### src/rtl/mdio_pkg.sv
package mdio_pkg;
   // command register field layout (software decodes these positions)
   localparam int DATA_LSB   = 0;
   localparam int PHY_LSB    = 16;
   localparam int REG_LSB    = 21;
   localparam int OP_BIT     = 26;
   localparam int RVALID_BIT = 27;
   localparam int BUSY_BIT   = 28;
   localparam int AW         = 5;
   localparam int DW         = 16;
   localparam int HDR_LEN    = 14;  // start + opcode + phy + register
   localparam int TAIL_LEN   = 18;  // turnaround + data

   typedef struct packed {
      logic          rd;
      logic [AW-1:0] reg_a;
      logic [AW-1:0] phy;
      logic [DW-1:0] data;
   } mgmt_cmd_t;
endpackage

### src/rtl/mdio_clkdiv.sv
module mdio_clkdiv #(
   parameter int HALF_DIV = 4
) (
   input  logic clk,
   input  logic rst_n,
   input  logic run,
   output logic mdc,
   output logic rise_o,
   output logic fall_o
);
   logic wrap;
   logic mdc_q;

   generate
      if (HALF_DIV < 1) begin : g_bad_div
         $error("mdio_clkdiv: HALF_DIV must be at least 1");
      end
      if (HALF_DIV == 1) begin : g_direct
         assign wrap = 1'b1;
      end else begin : g_count
         localparam int CW = $clog2(HALF_DIV);
         logic [CW-1:0] cnt_q;
         always_ff @(posedge clk or negedge rst_n) begin
            if (!rst_n)              cnt_q <= '0;
            else if (!run || wrap)   cnt_q <= '0;
            else                     cnt_q <= cnt_q + 1'b1;
         end
         assign wrap = (cnt_q == CW'(HALF_DIV - 1));
      end
   endgenerate

   always_ff @(posedge clk or negedge rst_n) begin
      if (!rst_n)     mdc_q <= 1'b0;
      else if (!run)  mdc_q <= 1'b0;
      else if (wrap)  mdc_q <= ~mdc_q;
   end

   assign mdc    = mdc_q;
   assign rise_o = run && wrap && !mdc_q;
   assign fall_o = run && wrap && mdc_q;

   a_r4_edges_exclusive: assert property (@(posedge clk) disable iff (!rst_n)
      !(rise_o && fall_o));
endmodule

### src/rtl/mdio_frame_seq.sv
module mdio_frame_seq
   import mdio_pkg::*;
#(
   parameter int PRE_LEN = 32
) (
   input  logic      clk,
   input  logic      rst_n,
   input  logic      start,
   input  mgmt_cmd_t cmd,
   input  logic      rise,
   input  logic      fall,
   input  logic      mdio_i,
   output logic      run,
   output logic      fin_now,
   output logic      mdio_o,
   output logic      mdio_oe,
   output logic [DW-1:0] cap
);
   localparam int FLEN   = PRE_LEN + HDR_LEN + TAIL_LEN;
   localparam int BW     = $clog2(FLEN + 1);
   localparam int TA_IDX = PRE_LEN + HDR_LEN;
   localparam int D_IDX  = TA_IDX + 2;

   generate
      if (PRE_LEN < 1) begin : g_bad_pre
         $error("mdio_frame_seq: PRE_LEN must be at least 1");
      end
   endgenerate

   logic [FLEN-1:0] sh_q;
   logic [BW-1:0]   bidx_q;
   logic            run_q;
   logic            rd_q;
   logic [DW-1:0]   cap_q;
   logic            last_bit;

   assign last_bit = (bidx_q == BW'(FLEN - 1));
   assign fin_now  = run_q && fall && last_bit;

   always_ff @(posedge clk or negedge rst_n) begin
      if (!rst_n) begin
         run_q  <= 1'b0;
         rd_q   <= 1'b0;
         bidx_q <= '0;
         sh_q   <= '0;
         cap_q  <= '0;
      end else if (start && !run_q) begin
         run_q  <= 1'b1;
         rd_q   <= cmd.rd;
         bidx_q <= '0;
         sh_q   <= {{PRE_LEN{1'b1}}, 2'b01, (cmd.rd ? 2'b10 : 2'b01),
                    cmd.phy, cmd.reg_a, (cmd.rd ? 2'b00 : 2'b10), cmd.data};
      end else if (run_q) begin
         if (rise && rd_q && bidx_q >= BW'(D_IDX))
            cap_q <= {cap_q[DW-2:0], mdio_i};
         if (fall) begin
            if (last_bit) begin
               run_q <= 1'b0;
            end else begin
               bidx_q <= bidx_q + 1'b1;
               sh_q   <= {sh_q[FLEN-2:0], 1'b1};
            end
         end
      end
   end

   assign run     = run_q;
   assign mdio_o  = sh_q[FLEN-1];
   assign mdio_oe = run_q && (!rd_q || bidx_q < BW'(TA_IDX));
   assign cap     = cap_q;

   // the data line only moves after a falling management-clock edge
   a_r4_mdio_moves_on_fall: assert property (@(posedge clk) disable iff (!rst_n)
      (run_q && $past(run_q) && !$stable(mdio_o)) |-> $past(fall));

   // a read never drives the line once the turnaround is reached
   a_r5_read_released: assert property (@(posedge clk) disable iff (!rst_n)
      (run_q && rd_q && bidx_q >= BW'(TA_IDX)) |-> !mdio_oe);
endmodule

### src/rtl/mdio_phy_table.sv
module mdio_phy_table #(
   parameter int NPORTS = 3,
   localparam int SEL_W = (NPORTS > 1) ? $clog2(NPORTS) : 1
) (
   input  logic             clk,
   input  logic             rst_n,
   input  logic             tbl_wr,
   input  logic [31:0]      tbl_wdata,
   input  logic [SEL_W-1:0] port_sel,
   output logic [31:0]      tbl_rdata,
   output logic [4:0]       port_phy
);
   localparam int TW = NPORTS * 5;

   generate
      if (NPORTS < 1 || NPORTS > 6) begin : g_bad_ports
         $error("mdio_phy_table: NPORTS must be 1 to 6");
      end
   endgenerate

   logic [TW-1:0] tbl_q;
   logic [4:0]    fld [NPORTS];
   logic          unused_hi;

   assign unused_hi = ^tbl_wdata[31:TW];

   always_ff @(posedge clk or negedge rst_n) begin
      if (!rst_n)      tbl_q <= '0;
      else if (tbl_wr) tbl_q <= tbl_wdata[TW-1:0];
   end

   for (genvar n = 0; n < NPORTS; n++) begin : g_field
      assign fld[n] = tbl_q[5*n +: 5];
   end

   always_comb begin
      port_phy = '0;
      for (int n = 0; n < NPORTS; n++)
         if (port_sel == SEL_W'(n)) port_phy = fld[n];
   end

   always_comb begin
      tbl_rdata = '0;
      tbl_rdata[TW-1:0] = tbl_q;
   end

   // table only changes on a write strobe
   a_r10_table_hold: assert property (@(posedge clk) disable iff (!rst_n)
      !tbl_wr |=> $stable(tbl_q));
endmodule

### src/rtl/mdio_cmd_engine.sv
module mdio_cmd_engine
   import mdio_pkg::*;
#(
   parameter int HALF_DIV = 4,
   parameter int PRE_LEN  = 32,
   parameter int NPORTS   = 3,
   localparam int SEL_W   = (NPORTS > 1) ? $clog2(NPORTS) : 1
) (
   input  logic             clk,
   input  logic             rst_n,
   input  logic             cmd_wr,
   input  logic [31:0]      cmd_wdata,
   output logic [31:0]      cmd_rdata,
   input  logic             tbl_wr,
   input  logic [31:0]      tbl_wdata,
   output logic [31:0]      tbl_rdata,
   input  logic [SEL_W-1:0] port_sel,
   output logic [4:0]       port_phy,
   output logic             mdc,
   output logic             mdio_o,
   output logic             mdio_oe,
   input  logic             mdio_i,
   output logic             done_pulse
);
   mgmt_cmd_t     wr_cmd;
   mgmt_cmd_t     cmd_q;
   logic          rvalid_q;
   logic          done_q;
   logic          busy;
   logic          accept;
   logic          fin_now;
   logic          rise;
   logic          fall;
   logic [DW-1:0] cap;
   logic          unused_top;

   assign unused_top = ^cmd_wdata[31:OP_BIT+1];

   assign wr_cmd = '{rd:    cmd_wdata[OP_BIT],
                     reg_a: cmd_wdata[REG_LSB +: AW],
                     phy:   cmd_wdata[PHY_LSB +: AW],
                     data:  cmd_wdata[DATA_LSB +: DW]};
   assign accept = cmd_wr && !busy;

   mdio_clkdiv #(.HALF_DIV(HALF_DIV)) u_div (
      .clk(clk), .rst_n(rst_n), .run(busy),
      .mdc(mdc), .rise_o(rise), .fall_o(fall));

   mdio_frame_seq #(.PRE_LEN(PRE_LEN)) u_seq (
      .clk(clk), .rst_n(rst_n), .start(accept), .cmd(wr_cmd),
      .rise(rise), .fall(fall), .mdio_i(mdio_i),
      .run(busy), .fin_now(fin_now),
      .mdio_o(mdio_o), .mdio_oe(mdio_oe), .cap(cap));

   mdio_phy_table #(.NPORTS(NPORTS)) u_tbl (
      .clk(clk), .rst_n(rst_n), .tbl_wr(tbl_wr), .tbl_wdata(tbl_wdata),
      .port_sel(port_sel), .tbl_rdata(tbl_rdata), .port_phy(port_phy));

   always_ff @(posedge clk or negedge rst_n) begin
      if (!rst_n) begin
         cmd_q    <= '0;
         rvalid_q <= 1'b0;
         done_q   <= 1'b0;
      end else begin
         done_q <= fin_now;
         if (accept) begin
            cmd_q    <= wr_cmd;
            rvalid_q <= 1'b0;
         end else if (fin_now && cmd_q.rd) begin
            cmd_q.data <= cap;
            rvalid_q   <= 1'b1;
         end
      end
   end

   always_comb begin
      cmd_rdata = '0;
      cmd_rdata[DATA_LSB +: DW] = cmd_q.data;
      cmd_rdata[PHY_LSB +: AW]  = cmd_q.phy;
      cmd_rdata[REG_LSB +: AW]  = cmd_q.reg_a;
      cmd_rdata[OP_BIT]         = cmd_q.rd;
      cmd_rdata[RVALID_BIT]     = rvalid_q;
      cmd_rdata[BUSY_BIT]       = busy;
   end

   assign done_pulse = done_q;

   a_r8_fields_held: assert property (@(posedge clk) disable iff (!rst_n)
      busy |=> $stable({cmd_q.rd, cmd_q.reg_a, cmd_q.phy}));
   a_r7_done_single: assert property (@(posedge clk) disable iff (!rst_n)
      done_q |=> !done_q);
   a_r7_done_with_idle: assert property (@(posedge clk) disable iff (!rst_n)
      $fell(busy) |-> done_q);
   a_r9_rvalid_cleared: assert property (@(posedge clk) disable iff (!rst_n)
      accept |=> !rvalid_q);
   a_r11_idle_bus: assert property (@(posedge clk) disable iff (!rst_n)
      !busy |-> (!mdio_oe && !mdc));
endmodule

### config.mk
export PLATFORM = sky130hd
export DESIGN_NAME = mdio_cmd_engine
export DESIGN_NICKNAME = d
export VERILOG_FILES = /design/src/rtl/mdio_pkg.sv /design/src/rtl/mdio_clkdiv.sv /design/src/rtl/mdio_frame_seq.sv /design/src/rtl/mdio_phy_table.sv /design/src/rtl/mdio_cmd_engine.sv
export SDC_FILE = /design/constraint.sdc
export NUM_CORES = 1
export LEC_CHECK = 0
export ABC_AREA = 1
export BUFFER_PORTS_ARGS = -buffer_cell sky130_fd_sc_hd__clkbuf_2
export CORE_ASPECT_RATIO = 0.8
export CORE_MARGIN = 2
export CORE_UTILIZATION = 33
export DETAILED_ROUTE_END_ITERATION = 10
export SKIP_LAST_GASP = 1
export SLEW_MARGIN = 5
export SYNTH_ARGS = -nofsm -noshare
export SYNTH_HDL_FRONTEND = slang
export SYNTH_HIERARCHICAL = 1
export SYNTH_SLANG_ARGS = --single-unit
### constraint.sdc
create_clock -name clk -period 2.39 [get_ports clk]
set_input_delay 0.1195 -clock clk [delete_from_list [all_inputs] [get_ports clk]]
set_output_delay 0.1195 -clock clk [all_outputs]
set_load 0.005 [all_outputs]
# ---- Word level (Yosys, flattened, before mapping)
# Cells that the tools add are included.
dict set report totals {
  regBits 136
  inputBits 71
  out_inout_bits 73
  elab_cells 72
}
dict set report classes {
  add_sub_neg 2
  order_cmp 2
  n_eq_ne 6
  mux 24
  n_bitwise 2
  reduce_logical 22
}
# cell count
set ops {}
lappend ops {{2-to-1 mux 64 bit} 4}
lappend ops {{2-to-1 mux 16 bit} 2}
lappend ops {{2-to-1 mux 7 bit} 4}
lappend ops {{2-to-1 mux 5 bit} 3}
lappend ops {{logical AND 1 bit} 11}
lappend ops {{2-to-1 mux 1 bit} 8}
lappend ops {{adder 7 x 1 -> 7 bit (second input constant)} 1}
lappend ops {{equality test 7 x 6 -> 1 bit (second input constant)} 1}
lappend ops {{greater-or-equal comparator 7 x 6 -> 1 bit (second input constant)} 1}
lappend ops {{< comparator 7 x 6 -> 1 bit (second input constant)} 1}
lappend ops {{2-to-1 mux 2 bit} 3}
lappend ops {{AND reduction 3 bit} 2}
lappend ops {{nonzero test 2 bit} 3}
lappend ops {{equality test 2 bit (second input constant)} 2}
lappend ops {{inequality test 2 bit (second input constant)} 2}
lappend ops {{logical NOT 1 bit} 3}
lappend ops {{adder 2 x 1 -> 2 bit (second input constant)} 1}
lappend ops {{equality test 2 x 1 -> 1 bit (second input constant)} 1}
lappend ops {{logical NOT 2 bit} 1}
lappend ops {{logical OR 1 bit} 2}
lappend ops {{inverter 1 bit} 2}

# ---- Longest topological paths before layout
dict set report depth {
  ltp_word 8
  mapped_depth 11
}

# ---- Hierarchy
# Netlist, hierarchy kept.
# mod instances cells_per_inst area_per_inst_um2 seq_area_each_um2
set modules_own_cells {}
lappend modules_own_cells {mdio_frame_seq 1 530 4388.0 2227.1}
lappend modules_own_cells {mdio_cmd_engine 1 196 1445.1 725.7}
lappend modules_own_cells {mdio_phy_table 1 104 817.0 375.4}
lappend modules_own_cells {mdio_clkdiv 1 16 135.1 75.1}

# ---- Worst setup path after synthesis
# No wires, ideal clock.
dict set report synth_timing {
  path_type {flip-flop to flip-flop}
  from {register u_seq.run_q, in the netlist u_seq/run}
  to {register u_seq.sh_q[10]}
  setup_time_ps 119
  t_arrival_ps 1676
  setup_slack_ps 594
  stages_incl_launch_ff 10
  path_cell_list {dfrtp_1 -> nor2_4 -> buf_6 -> buf_6 -> nand2_2 -> inv_2 -> clkbuf_1 -> nor2_1 -> a21oi_2 -> nand2_1}
}
dict set report synth_via {
  elab_chain_len 5
  elab_cells_between_ends 10
}
# element line
set synth_lines {}
lappend synth_lines {{start, declared} mdio_frame_seq.sv:32} ;# logic run_q;
lappend synth_lines {{start signal, assigned} mdio_frame_seq.sv:42} ;# run_q <= 1'b0;
lappend synth_lines {{start signal, assigned} mdio_frame_seq.sv:48} ;# run_q <= 1'b1;
lappend synth_lines {{start signal, assigned} mdio_frame_seq.sv:58} ;# run_q <= 1'b0;
lappend synth_lines {{logical NOT 1 bit (*)} mdio_cmd_engine.sv:43} ;# assign accept = cmd_wr && !busy;
lappend synth_lines {{logical AND 1 bit (*)} mdio_cmd_engine.sv:43}
lappend synth_lines {{named net accept} mdio_cmd_engine.sv:30} ;# logic accept;
lappend synth_lines {{logical AND 1 bit (*)} mdio_frame_seq.sv:47} ;# end else if (start && !run_q) begin
lappend synth_lines {{inequality test 2 bit (no line) or nonzero test 2 bit (tied branches)} -}
lappend synth_lines {{AND reduction 3 bit (no line)} -}
lappend synth_lines {{end signal, assigned} mdio_frame_seq.sv:51} ;# sh_q <= {{PRE_LEN{1'b1}}, 2'b01, (cmd.rd ? 2'b10 : 2'b01),
lappend synth_lines {{end signal, assigned} mdio_frame_seq.sv:61} ;# sh_q <= {sh_q[FLEN-2:0], 1'b1};
lappend synth_lines {{end, declared} mdio_frame_seq.sv:30} ;# logic [FLEN-1:0] sh_q;
# The timed path passes the listed nets; every way through them passes the cells marked *.
# A chain may end at the register's enable or synchronous reset.

# ---- Worst setup path after layout
dict set report layout_timing {
  from {register u_seq.bidx_q[1]}
  to {register cmd_q (netlist bit cmd_rdata[14])}
}
dict set report layout_via {
  elab_chain_len 4
}
# element line
set layout_lines {}
lappend layout_lines {{start, declared} mdio_frame_seq.sv:31} ;# logic [BW-1:0] bidx_q;
lappend layout_lines {{start signal, assigned} mdio_frame_seq.sv:60} ;# bidx_q <= bidx_q + 1'b1;
lappend layout_lines {{equality test 7 x 6 -> 1 bit} mdio_frame_seq.sv:37} ;# assign last_bit = (bidx_q == BW'(FLEN - 1));
lappend layout_lines {{logical AND 1 bit} mdio_frame_seq.sv:38} ;# assign fin_now = run_q && fall && last_bit;
lappend layout_lines {{named net fin_now} mdio_cmd_engine.sv:31} ;# logic fin_now;
lappend layout_lines {{logical AND 1 bit} mdio_cmd_engine.sv:69} ;# end else if (fin_now && cmd_q.rd) begin
lappend layout_lines {{nonzero test 2 bit (no line)} -}
lappend layout_lines {{end signal, assigned} mdio_cmd_engine.sv:67} ;# cmd_q <= wr_cmd;
lappend layout_lines {{end, declared} mdio_cmd_engine.sv:26} ;# mgmt_cmd_t cmd_q;
# The timed path passes the listed nets, and every way through them passes these cells.

==> out/metrics.csv <==
stage,metric,value,unit
cells_and_area,syn2layout_area_growth,22.0,%
global_routing,grt_overflow,0,
power,switching_power,2.38,mW
detailed_routing,firstDrtPassIters,4,
logic_synthesis,synth_area_leaders,"dfrtp_1, nand2_1, inv_1",
sta,holdWs,0.0181,ns
placement,dpl.hpwl,9630,um
global_routing,grt_pass1_vias,5065,
sta,fin_crit,2.01,ns
cells_and_area,fillCellCount,2026,
sta,setup_viol,0,
logic_synthesis,synth.area.mux_share,0,%
sta,skew,0.00763,ns
power,p_leak,4.45,nW
power,ir_drop,0.618,mV
worst_setup_path,cpLargestDelayFamily,simple AND/OR/NAND/NOR gates,
logic_synthesis,ys_ff_latch,136,
detailed_routing,drt_iter0_markers,355,
die,core.rowCount,46,
clocking,htreeDepth,4,
detailed_routing,wl_per_cell,11.8,um
global_routing,grt.total_usage,14.0,%
detailed_routing,vias,5275,
worst_setup_path,crit_type,register to register,
worst_setup_path,endpoint_kind,register,
detailed_routing,antenna_left,0,
clocking,worst_skew_pair.late_latency,0.42,ns
sta,fin_setup_tns,0,ns
clocking,cts-resized-gates,0,
cells_and_area,multi_input_area,2450,um^2
global_routing,antenna_found_initial,0,
sta,rsz0062_at_grt,no,
power,seq_power_share,43.9,%
clocking,cts_tree,built,
logic_synthesis,synth_compound_gate_area_share,9.55,%
die,pin_count,144,
logic_synthesis,yosysWarnings,6,
clocking,cts_root_buf,clkbuf_16,
worst_setup_path,critPathRequiredTime,2.74,ns
status,status,completed,
logic_synthesis,ys_seq_area_share,50.2,%
placement,portBuffers,101,
logic_synthesis,netlist_area,6790,um^2
detailed_routing,vias_per_cell,4.22,
power,combPwrFrac,20.7,%
worst_setup_path,cp_num_buf_inv,2,
hold_path,hold_path_class,input port to register,
logic_synthesis,syn-mean-instance-area,8.02,um^2
die,initial_utilization,34.0,%
cells_and_area,seq_area,3400,um^2
clocking,clockBufferDepth,2,
die,die_area,21700,um^2
cells_and_area,antenna_cells,0,
detailed_routing,drt-total-wl,14700,um
logic_synthesis,synth_cell_types,28,
placement,routabilityCongestion,0.805,
cells_and_area,drive_gt1_share,20.9,%
logic_synthesis,synthXorXnorAreaFrac,0.129,%
logic_synthesis,synth_top_family_by_area,simple AND/OR/NAND/NOR gates,
die,fp.coreArea,20000,um^2
detailed_routing,drc,0,
sta,fmax,498,MHz
sta,tightest_slew,0.727,ns
worst_setup_path,slowest_stage,dfrtp_1,
worst_setup_path,slowest_delay,0.42,ns
logic_synthesis,yosys.area_share.simple,24.8,%
global_routing,grt_pass1_wl,24400,um
logic_synthesis,synth_top_area_share,50.2,%
power,power.total,7.88,mW
worst_setup_path,crit_chain,"ha_1, nand3_2, nor2_4, inv_1, nor2_1, nand2_2, inv_1, nor2_4, nand2_1, nand2_1",
clocking,cts.sinks,136,
clocking,clk_pin_slew_worst_paths,0.06,ns
global_routing,grt_max_degree,54,
die,die_w,164,um
power,p_int,5.51,mW
sta,fin_crit_sh,84.1,%
worst_setup_path,crit_path_start_kind,register,
sta,final-hold-violation-count,0,
sta,maxSlewViolCount,0,
cells_and_area,nNetsFinal,1046,
worst_setup_path,crit_fanout,17,
power,p_sw_share,30.1,%
flow_run,maxCapViolations,0,
logic_synthesis,synthCells,846,
logic_synthesis,synthAdderAreaFrac,0.553,%
logic_synthesis,yosys.area.top_type,dfrtp_1,
clocking,cts_buffers,17,
power,power_density,953,nW/um^2
die,die_h,132,um
worst_setup_path,worstPathArrival,2.36,ns
power,power_frac_clock,35.3,%
sta,relSlewSlack,51.5,%
==> cell usage after synthesis, drive strengths merged <==
cell,n
nor2,64
o21bai,1
a21oi,43
o21ai,53
buf,52
ha,3
nand3,41
nand2,302
clkbuf,6
dfrtp,136
xor2,1
nand4,2
conb,2
o22ai,1
or2,2
nor3,1
inv,136
==> stage by stage <==
stage / std cells / area [um^2] / util, % / worst slack (ns)
floorplan: 864 / 6850 / - / 0.594
global placement: 1184 / 7320 / 36.6 / 0.426
finish: 1249 / 8280 / 41.4 / 0.381
CTS: 1249 / 8280 / 41.4 / 0.342
global route: 1249 / 8280 / 41.4 / 0.222
detailed placement: 1184 / 7320 / 36.6 / 0.386
==> worst reg2reg max path, cell delays in order (launching register included) <==
cell	delay, ns
dfrtp_1	0.42
ha_1	0.26
nand3_2	0.10
nor2_4	0.05
inv_1	0.10
nor2_1	0.08
nand2_2	0.24
inv_1	0.14
nor2_4	0.35
nand2_1	0.12
nand2_1	0.09
==> repair_timing <==
item,CTS,global route
setup endpoints to repair,0,0
buffers inserted,0,0
hold endpoints to repair,76,0
hold buffers,33,0
==> power groups by stage <==
stage	Sequential [mW]	Clock, mW	Combinational (mW)
floorplan	3.43	0	1.21
global placement	3.49	0	1.56
detailed placement	3.49	0	1.61
CTS	3.46	2.86	1.66
global route	3.56	2.97	1.93
finish	3.46	2.79	1.63
==> kinds of logic (layout without fill, tap and decap cells) <==
logic type / Yosys count / count (layout)
simple gates: 412 / 412
flops: 136 / 136
compound gates: 98 / 98
other cells: 2 / 20
xor+xnor: 1 / 1
buf+inv: 194 / 315
fa+ha+maj: 3 / 3
==> path summary, 6_finish.rpt <==
kind	start	end	slack [ns]	depth (start not counted)
max	u_seq/bidx_q[1]	cmd_rdata[14]	0.38	10
min reg2reg	u_div/g_count.cnt_q[0]	u_div/g_count.cnt_q[0]	0.43	1
max in group asynchronous	rst_n	u_tbl/tbl_q[13]	1.49	3
min in group asynchronous	rst_n	u_seq/cap[7]	0.19	2
max reg2reg	u_seq/bidx_q[1]	cmd_rdata[14]	0.38	10
min	cmd_wdata[2]	cmd_rdata[2]	0.02	5
==> metal layers <==
layer | vias up | share of wire (%) | GRT usage, % | wire [um]
met5 | - | 0 | 0 | 0
met3 | 13 | 5.1 | 3.87 | 749
met2 | 107 | 45 | 22.1 | 6680
met1 | 2396 | 48 | 18.6 | 7130
li1 | 2759 | - | - | -
met4 | 0 | 1.1 | 4.68 | 167
==> cells in the final DEF (no fill, tap or decap), drive strengths merged <==
cell type and n:
a21oi 43, buf 14, bufinv 4, clkbuf 119, clkinv 6, clkinvlp 3
conb 20, dfrtp 136, dlygate4sd3 33, ha 3, inv 136, nand2 302
nand3 41, nand4 2, nor2 64, nor3 1, o21ai 53, o21bai 1
o22ai 1, or2 2, xor2 1
==> sequential cells by signal (all words and copies together), names as in the netlist, 2 cells and up <==
signal,cells
u_seq/sh_q,64
cmd_rdata,27
u_seq/cap,16
u_tbl/tbl_q,15
u_seq/bidx_q,7
u_div/g_count.cnt_q,2
==> cell type report <==
type | count | area share [%]
Inverter | 136 | 6.17
Tap cell | 264 | 3.99
Timing Repair Buffer | 147 | 11.5
Sequential cell | 136 | 41.1
Clock buffer | 19 | 5.47
Clock inverter | 13 | 2.13
Multi-Input combinational cell | 534 | 29.6
(Power assumes the default switching activity.)
